--- config.mk ---
export PLATFORM = sky130hd
export DESIGN_NAME = evt_snapshot_store
export DESIGN_NICKNAME = d
export VERILOG_FILES = /design/src/rtl/evt_snapshot_store.sv
export SDC_FILE = /design/constraint.sdc
export NUM_CORES = 1
export LEC_CHECK = 0
export BUFFER_PORTS_ARGS = -buffer_cell sky130_fd_sc_hd__clkbuf_2
export CORE_MARGIN = 3
export CORE_UTILIZATION = 35
export DETAILED_ROUTE_END_ITERATION = 8
export PLACE_DENSITY = 0.49
export SETUP_SLACK_MARGIN = 0.4
export SLEW_MARGIN = 20
export SYNTH_ARGS = -nofsm -noshare
export SYNTH_HDL_FRONTEND = slang
export SYNTH_SLANG_ARGS = --single-unit
--- constraint.sdc ---
create_clock -name clk -period 1.39 [get_ports clk]
set_clock_uncertainty 0.15 [all_clocks]
set_input_delay 0.0695 -clock clk [delete_from_list [all_inputs] [get_ports clk]]
set_output_delay 0.0695 -clock clk [all_outputs]
set_load 0.03 [all_outputs]
--- src/rtl/evt_snapshot_store.sv ---
module evt_snapshot_store #(
  parameter int NUM_EVT = 8,
  parameter int VAL_W   = 16,
  parameter int IDX_W   = $clog2(NUM_EVT)
) (
  input  logic               clk,
  input  logic               rst_n,
  input  logic               emit_en,
  input  logic [IDX_W-1:0]   emit_idx,
  input  logic [VAL_W-1:0]   emit_val,
  input  logic               commit,
  input  logic [IDX_W-1:0]   rd_idx,
  output logic               rd_flag,
  output logic [VAL_W-1:0]   rd_val,
  output logic [NUM_EVT-1:0] frz_flags
);

  logic [NUM_EVT-1:0]            live_flag;
  logic [NUM_EVT-1:0][VAL_W-1:0] live_val;
  logic [NUM_EVT-1:0]            frz_flag;
  logic [NUM_EVT-1:0][VAL_W-1:0] frz_val;
  logic [NUM_EVT-1:0]            hit;

  always_comb begin
    for (int i = 0; i < NUM_EVT; i++)
      hit[i] = emit_en && (emit_idx == IDX_W'(i));
  end

  always_ff @(posedge clk or negedge rst_n) begin
    if (!rst_n) begin
      live_flag <= '0;
      live_val  <= '0;
      frz_flag  <= '0;
      frz_val   <= '0;
    end else begin
      if (commit) begin
        frz_flag <= live_flag;
        frz_val  <= live_val;
      end
      live_flag <= hit | (live_flag & {NUM_EVT{~commit}});
      for (int i = 0; i < NUM_EVT; i++)
        if (hit[i]) live_val[i] <= emit_val;
    end
  end

  assign rd_flag   = frz_flag[rd_idx];
  assign rd_val    = frz_val[rd_idx];
  assign frz_flags = frz_flag;

endmodule


[Yosys cells after proc, flatten, opt, wreduce, memory -nomap -nowiden]
Index checks and enable logic that the tools add are counted.
Cells by class
  order comparisons: 1
  eq/ne operators: 7
  multiplexer cells: 4
  bitwise gates (word level): 3
  reduce and logical (&&, ||, !) cells: 9
Operators by type and width (count)
  16-bit binary-select mux with 3-bit select: 1
  16-bit 2-to-1 mux: 1
  3-bit equality test (second input constant): 4
  8-bit AND: 1
  1-bit logical AND: 8
  8-bit bitwise OR: 1
  3-bit by 2-bit equality test with 1-bit output (second input constant): 2
  3-bit by 4-bit < comparator with 1-bit output (second input constant): 1
  1-bit binary-select mux with 3-bit select: 1
  3-bit by 1-bit equality test with 1-bit output (second input constant): 1
  3-bit logical NOT: 1
  1-bit 2-to-1 mux: 1
  1-bit inverter: 1
Word-level totals
  flip-flop bits (word level): 272
  input bits: 26
  output and inout port bits: 25
  word-level logic and storage cells: 42

[Depth between registers and ports, before layout]
Gate-level depths: netlist (run 1).
  depth in word-level cells: 3
  mapped depth: 5
  gate-level depth less buffers: 2

[Worst setup path after synthesis (run 1)]
Ideal clock, no wire load.
  kind: register to output
  from: reg frz_flag[1] (netlist: frz_flags[1])
  to: out rd_flag
  arrival time: 1.346 ns
  data required time: 1.171 ns
  slack: -0.175 ns
  cell stages (with the launch flop): 3
  path buffers: 0
  cell sequence: dfrtp_1 -> mux4_1 -> mux2_2
On the way
  word-level cells in the longest chain between the ends: 2
RTL lines
  from (decl): RTL line 20  | logic [NUM_EVT-1:0] frz_flag;
  from (signal assigned): RTL line 37  | frz_flag <= live_flag;
  1-bit binary-select mux with 3-bit select: RTL line 46  | assign rd_flag = frz_flag[rd_idx];
  1-bit 2-to-1 mux (implied by the code): RTL line 46
  to (decl): RTL line 13  | output logic rd_flag,
No other way between the ends. The select of a mux whose other input is x is not followed.

[Worst setup path after layout (run 1)]
  from: reg frz_val[84] (netlist name)
  to: out rd_val[4]
On the way
  word-level cells in the longest chain between the ends: 2
RTL lines
  from (decl): RTL line 21  | logic [NUM_EVT-1:0][VAL_W-1:0] frz_val;
  from (signal assigned): RTL line 38  | frz_val <= live_val;
  16-bit binary-select mux with 3-bit select: RTL line 47  | assign rd_val = frz_val[rd_idx];
  16-bit 2-to-1 mux (implied by the code): RTL line 47
  to (decl): RTL line 14  | output logic [VAL_W-1:0] rd_val,
No other way between the ends. The select of a mux whose other input is x is not followed.

==> results of run 1 <==
==> cells by family after synthesis <==
kind of cell / synth area share [%]
compound gates: 0.443
buf+inv: 2.39
flops: 60.3
mux: 35.9
simple gates: 1.01
==> cells in the mapped netlist, drive strengths merged <==
cell type	n
a21o	4
and4bb	1
buf	34
clkbuf	7
dfrtp	272
inv	5
mux2	281
mux4	34
nand4	1
nand4b	3
nor4b	1
nor4bb	2
o21ai	4
==> area by class of cell <==
cell class | count | area [um2] | share of cell area, %
multi-input combinational | 331 | 4800 | 31.3
timing repair buffer | 192 | 2210 | 14.4
clock buffer | 44 | 875 | 5.70
sequential | 272 | 6820 | 44.5
tap | 402 | 503 | 3.28
inverter | 5 | 18.8 | 0.122
clock inverter | 10 | 104 | 0.677
==> layer usage <==
metal / track usage (%) / share of wire (%) / wire length (um) / vias up
met5: 0 / 0 / 0 / -
met3: 2.85 / 4.5 / 1220 / 40
li1: - / - / - / 2735
met1: 23.3 / 47 / 12700 / 3285
met4: 3.52 / 2.2 / 580 / 0
met2: 25.3 / 46 / 12500 / 101
==> report_power, final <==
part | internal, mW | leakage (nW) | total [mW] | switching (mW)
Sequential | 9.78 | 3.28 | 10.9 | 1.08
Combinational | 4.04 | 3.36 | 5.95 | 1.90
Clock | 4.70 | 0.487 | 7.85 | 3.15
Total | 18.5 | 7.13 | 24.7 | 6.13
==> metrics by stage <==
stage | setup WS [ns] | total power, mW
after floorplan | -0.0873 | 14.3
after global placement | -0.315 | 15.9
after detailed placement | -0.320 | 16.0
after CTS | -0.741 | 24.5
after global routing | -0.748 | 25.9
final | -0.693 | 24.7
==> critical path, cell delays in order (launching register included) <==
cell and delay, ns:
dfrtp_1 0.38, mux4_2 0.48, mux2_4 0.31, buf_8 0.14
==> worst paths after layout <==
| check | to | from | slack (ns) |
|---|---|---|---|
| max in group asynchronous | live_val[115] | rst_n | 0.61 |
| max reg2reg | frz_flags[2] | frz_flags[2] | 0.04 |
| min | frz_val[28] | commit | -0.18 |
| min reg2reg | live_flag[2] | live_flag[2] | 0.33 |
| max | rd_val[4] | frz_val[84] | -0.69 |
| min in group asynchronous | live_val[39] | rst_n | -0.12 |
==> cells in the final DEF (no fill, tap or decap), drive strengths merged <==
cell type,count
mux2,281
dfrtp,272
buf,153
clkbuf,66
mux4,34
dlygate4sd3,17
clkinv,8
inv,5
o21ai,4
a21o,4
nand4b,3
nor4bb,2
bufinv,2
and4bb,1
nor4b,1
nand4,1
==> sequential cells by signal (all words and copies together), names as in the netlist <==
register and flops:
live_val 128, frz_val 128, frz_flags 8, live_flag 8
==> what timing repair did <==
action / in CTS / in global routing
setup buffers: 14 / 20
hold endpoints to repair: 483 / 121
cloned: 1 / 0
endpoints found under the setup margin: 69 / 87
pin swaps: 2 / 2
resized for setup: 78 / 64
==> results_dict.tcl, run 1 <==
set metrics [dict create \
    outcome "finished, violations left" \
    failed_checks "hold timing, setup timing" \
    tightest_slew_ns 0.420 \
    first_global_vias 6854 \
    port_buffers 50 \
    dr.first_iter.drc_count 274 \
    final_non_filler_cells 1256 \
    route.antenna.remaining_nets 0 \
    power.leakage_nw 7.13 \
    synth.largest_area_cell "dfrtp_1" \
    hp-class "input pin to register" \
    crit_arrival_ns 1.86 \
    syn-mean-instance-area_um2 17.4 \
    cells_on_worst_reg2reg_path 5 \
    stdcell_area_um2 15300 \
    max-cap-violations 0 \
    timing.critical_path.fanout_max 2 \
    number_of_levels_the_h_tree_was_split_into 1 \
    final-setup-viol-count 25 \
    floorplan.initialDensity_pct 35.6 \
    fmax_mhz 480 \
    initial_antenna_violation_count 0 \
    final_max_slew_viol_count 0 \
    std_cell_rows 65 \
    number_of_vias_after_detailed_routing 6161 \
    grt_max_degree 48 \
    syn-cell-area_um2 11300 \
    place_inst 1150 \
    syn_inst 649 \
    die_width_um 186 \
    antenna_cells_inserted 0 \
    cts_tree "yes" \
    total_nets_after_synthesis 675 \
    grt_overflow_total 0 \
    area_delta_synth_final_pct 35.7 \
    root_buffer "clkbuf_16" \
    finalCritPeriodShare_pct 150 \
    max_slew_margin_pct 72.0 \
    dieArea_um2 34500 \
    crit_path_start_kind "register" \
    power_density_nw_per_um2 1610 \
    final_hold_violations 100 \
    yosys_register_bits 272 \
    detailed_place_hpwl_um 16500 \
    routabilityCongestion 0.756 \
    core_area_um2 31700 \
    rsz_0062_raised_after_global_routing "true" \
    placedInstanceArea_um2 13400 \
    layout.nets 858 \
    netlist.area_leader.share_pct 60.3 \
    yosys-top-cells-area "dfrtp_1 (60%), mux2_2 (27%), mux4_1 (5.6%)" \
    clock_latency_reported_for_the_late_side_of_the_worst_skew_pair_ns 0.56 \
    fill_cell_count 2653 \
    cts-root-to-sink-buffers 3 \
    vdd_ir_drop_max_mv 1.06 \
    synth.lib_cells_used.distinct 18 \
    criticalPathCategory "register to output pin" \
    drt_drc_violations_left 0 \
    cts-hold-fix-buffers 17 \
    clock-sinks 272 \
    wl_cell_um 21.5 \
    top_level_ports 51 \
    timing.final.ws_setup_ns -0.693 \
    min_period_ns 2.08 \
    hold_path_depth 2 \
    worst_setup_path_end_kind "output pin" \
    grt_first_pass_wirelength_um 42300 \
    drive_above_1_share_pct 64.6 \
    detail_route.first_pass.iterations 4 \
    fin_setup_tns_ns -12.22 \
    finalCoreUtilization_pct 48.3 \
    floorplan.die.height_um 186 \
    cts.clk_slew.worst_paths_ns 0.06 \
    grt_util_all_layers_pct 16.0 \
    yosysWarnings 0 \
    drt-total-wl_um 26900 \
    finalHoldWorstSlack_ns -0.178 \
    synth.yosys.seq_area_share_pct 60.3 \
    timing.critical_path.required_ns 1.17 \
    drt-vias-per-instance 4.91 \
    numCtsBuffers 30 \
]
No activity file was read; power rests on OpenSTA's default activity.
==> inputs of run 2 (changes only) <==
Settings changed: ABC_AREA set to 1.
==> results_dict.tcl, run 2 <==
set metrics [dict create \
    outcome "finished, violations left" \
    failed_checks "hold timing, setup timing" \
    min_delay_worst_endpoint "frz_val[34]" \
    hp-class "input pin to register" \
    grt_util_all_layers_pct 17.9 \
    root_buffer "clkbuf_16" \
    total_nets_after_synthesis 1384 \
    final_max_slew_viol_count 0 \
    cells_on_worst_reg2reg_path 10 \
    dieArea_um2 34800 \
    antenna_cells_inserted 0 \
    cts.clk_slew.worst_paths_ns 0.06 \
    std_cell_rows 65 \
    yosys-top-cells-area "dfrtp_1 (60%), nand2_1 (16%), o21ai_0 (8.2%)" \
    clock-sinks 272 \
    first_global_vias 8794 \
    yosysWarnings 0 \
    timing.critical_path.fanout_max 2 \
    drt-vias-per-instance 4.61 \
    wl_cell_um 16.3 \
    critical_path.top_delay_family "flip-flops" \
    crit_path_start_kind "register" \
    synth.yosys.seq_area_share_pct 59.6 \
    port_buffers 50 \
    synth.largest_area_cell "dfrtp_1" \
    clock_latency_reported_for_the_late_side_of_the_worst_skew_pair_ns 0.54 \
    crit_arrival_ns 1.53 \
    final_hold_violations 146 \
    synth_commonest_cells "nand2_1 (476), dfrtp_1 (272), o21ai_0 (187), inv_1 (163)" \
    timing.critical_path.required_ns 1.17 \
    crit_slowest_cell "dfrtp_2" \
    internal_power_mw 15.6 \
    netlist.area_leader.share_pct 59.6 \
    synth.lib_cells_used.distinct 19 \
    initial_antenna_violation_count 0 \
    number_of_vias_after_detailed_routing 8850 \
    vdd_ir_drop_max_mv 0.803 \
    die_width_um 187 \
    critical_path_depth 7 \
    timing.rr.end "frz_val[28]" \
    detail_route.first_pass.iterations 7 \
    synth_flop_cell "dfrtp_1" \
    timing.critical_path.buf_inv 2 \
    drive_above_1_share_pct 25.1 \
    floorplan.die.height_um 187 \
    grt_overflow_total 0 \
    max_slew_margin_pct 75.0 \
    critical_path.max_stage_delay_ns 0.42 \
    power.leakage_nw 7.15 \
    power_density_nw_per_um2 1470 \
    timing.rr.start "frz_val[28]" \
    yosys_register_bits 272 \
    crit_path_start "frz_flags[3]" \
    switching_share_pct 27.9 \
    min_period_ns 1.75 \
    route.antenna.remaining_nets 0 \
    max-cap-violations 0 \
    dr.first_iter.drc_count 494 \
    finalCritPeriodShare_pct 126 \
    syn-mean-instance-area_um2 8.41 \
    core_area_um2 31900 \
    number_of_levels_the_h_tree_was_split_into 1 \
    routabilityCongestion 0.754 \
    hold_path_depth 3 \
    layout.nets 1490 \
    detailed_place_hpwl_um 19100 \
    sequentialPowerShare_pct 45.9 \
    timing.final.ws_setup_ns -0.360 \
    rsz_0062_raised_after_global_routing "true" \
    area_delta_synth_final_pct 28.3 \
    cts_tree "yes" \
    commonest_cells_after_routing_fill_and_taps_aside "nand2_1 (398), dfrtp_1 (264), o21ai_0 (182)" \
    drt_drc_violations_left 0 \
    layout_commonest_cell "nand2_1" \
    tightest_slew_ns 0.375 \
    postSynth.asyncResetShare_pct 100 \
    worst_setup_path_end_kind "output pin" \
    critical_path.most_common_cell "nand2_2" \
    reg2reg_slack_ns -0.10 \
    count_of_flip_flops_with_a_built_in_enable_after_synthesis 0 \
    floorplan.initialDensity_pct 35.8 \
    worstHoldStart "commit" \
    syn-cell-area_um2 11400 \
    drt-total-wl_um 31300 \
    syn_inst 1358 \
    list_of_cells_traversed_by_the_critical_path "inv_2 > nand2_2 > nand3_2 > nand2_1 > nand2_2 > nand2_4 > buf_8" \
    cts-root-to-sink-buffers 3 \
    grt_max_degree 65 \
    reg_top3 "frz_val x128, live_val x128" \
    post-synth-top-count-cell "nand2_1" \
    final-setup-viol-count 23 \
    setup_slack_placement_ns -0.0654 \
    criticalPathCategory "register to output pin" \
    grt_first_pass_wirelength_um 50200 \
    fmax_mhz 572 \
    finalHoldWorstSlack_ns -0.260 \
    numCtsBuffers 30 \
    top_level_ports 51 \
    power.share.clock_pct 36.0 \
    power.share.combinational_pct 18.1 \
    switchingPower_mw 6.03 \
]
[run 2: cell count changes in the layout (fill, tap and decap cells not counted), sizes merged, moves of 3 or more]
| cell | before | now |
|---|---|---|
| nor2 | 0 | 21 |
| mux4 | 34 | 0 |
| a21oi | 0 | 16 |
| a21o | 4 | 0 |
| mux2 | 281 | 0 |
| clkinv | 8 | 3 |
| inv | 5 | 164 |
| nand3 | 0 | 69 |
| buf | 153 | 107 |
| clkbuf | 66 | 78 |
| nand4b | 3 | 0 |
| nand2 | 0 | 477 |
| o21ai | 4 | 255 |
[run 2: logic make-up (layout without fill, tap and decap cells)]
kind of cell	Yosys count	in the layout	synth area share, %
and+or+nand+nor	567	567	19.5
AOI/OAI and AO/OA	272	272	11.9
DFF	272	272	59.6
buffers and inverters	247	374	8.98
[run 2: stage by stage]
step	instance area (um2)	cells	TNS (ns)	power, mW	util (%)
floorplan	11700	1358	0	12.2	-
global placement	12700	1813	-0.0678	13.2	39.8
detailed placement	12700	1813	-0.0654	13.3	39.8
CTS	14200	1900	-6.14	21.5	44.6
global route	14700	1920	-6.58	22.9	46.0
finish	14700	1920	-4.93	21.6	46.0
[run 2: worst register-to-register path: stages, from the launching register on]
cell	delay [ns]
dfrtp_1	0.34
inv_2	0.04
buf_6	0.10
buf_6	0.10
buf_6	0.10
buf_6	0.10
buf_6	0.10
buf_6	0.10
buf_6	0.10
buf_6	0.10
o21ai_2	0.09
[run 2: timing repair]
item / 4_1_cts / 5_1_grt
hold buffers: 19 / 1
setup endpoints to repair: 25 / 45
hold endpoints to repair: 543 / 68
resized for setup: 94 / 146
setup buffers: 15 / 18
pin swaps: 25 / 42
cloned: 0 / 2
[run 2: power by group through the flow]
stage,logic (mW),clock network (mW),registers [mW]
after global placement,3.24,0,9.95
after floorplan,2.27,0,9.90
after CTS,3.63,7.98,9.88
final,3.92,7.79,9.92
after detailed placement,3.29,0,9.99
after global routing,4.50,8.32,10.1
[run 2: how the worst max path moves through the flow]
stage	slack [ns]	to
2_1_floorplan	0.32	rd_flag
3_3_place_gp	-0.07	rd_flag
3_5_place_dp	-0.07	rd_flag
4_1_cts	-0.40	rd_flag
5_1_grt	-0.42	rd_flag
6_report	-0.36	rd_flag
[run 2: final cells by class]
| class | instances | area, um2 |
|---|---|---|
| Sequential cell | 272 | 6820 |
| Fill cell | 3232 | 17200 |
| Clock inverter | 3 | 43.8 |
| Clock buffer | 50 | 917 |
| Multi-Input combinational cell | 839 | 4000 |
| Tap cell | 435 | 544 |
| Inverter | 167 | 642 |
| Timing Repair Buffer | 154 | 1700 |
[run 2: routing by layer]
metal,routed length [um],global-route usage [%],vias to the layer above
met4,545,3.72,0
met1,15000,25.3,4222
met3,981,2.35,42
met5,0,0,-
met2,14800,29.6,116
li1,-,-,4470
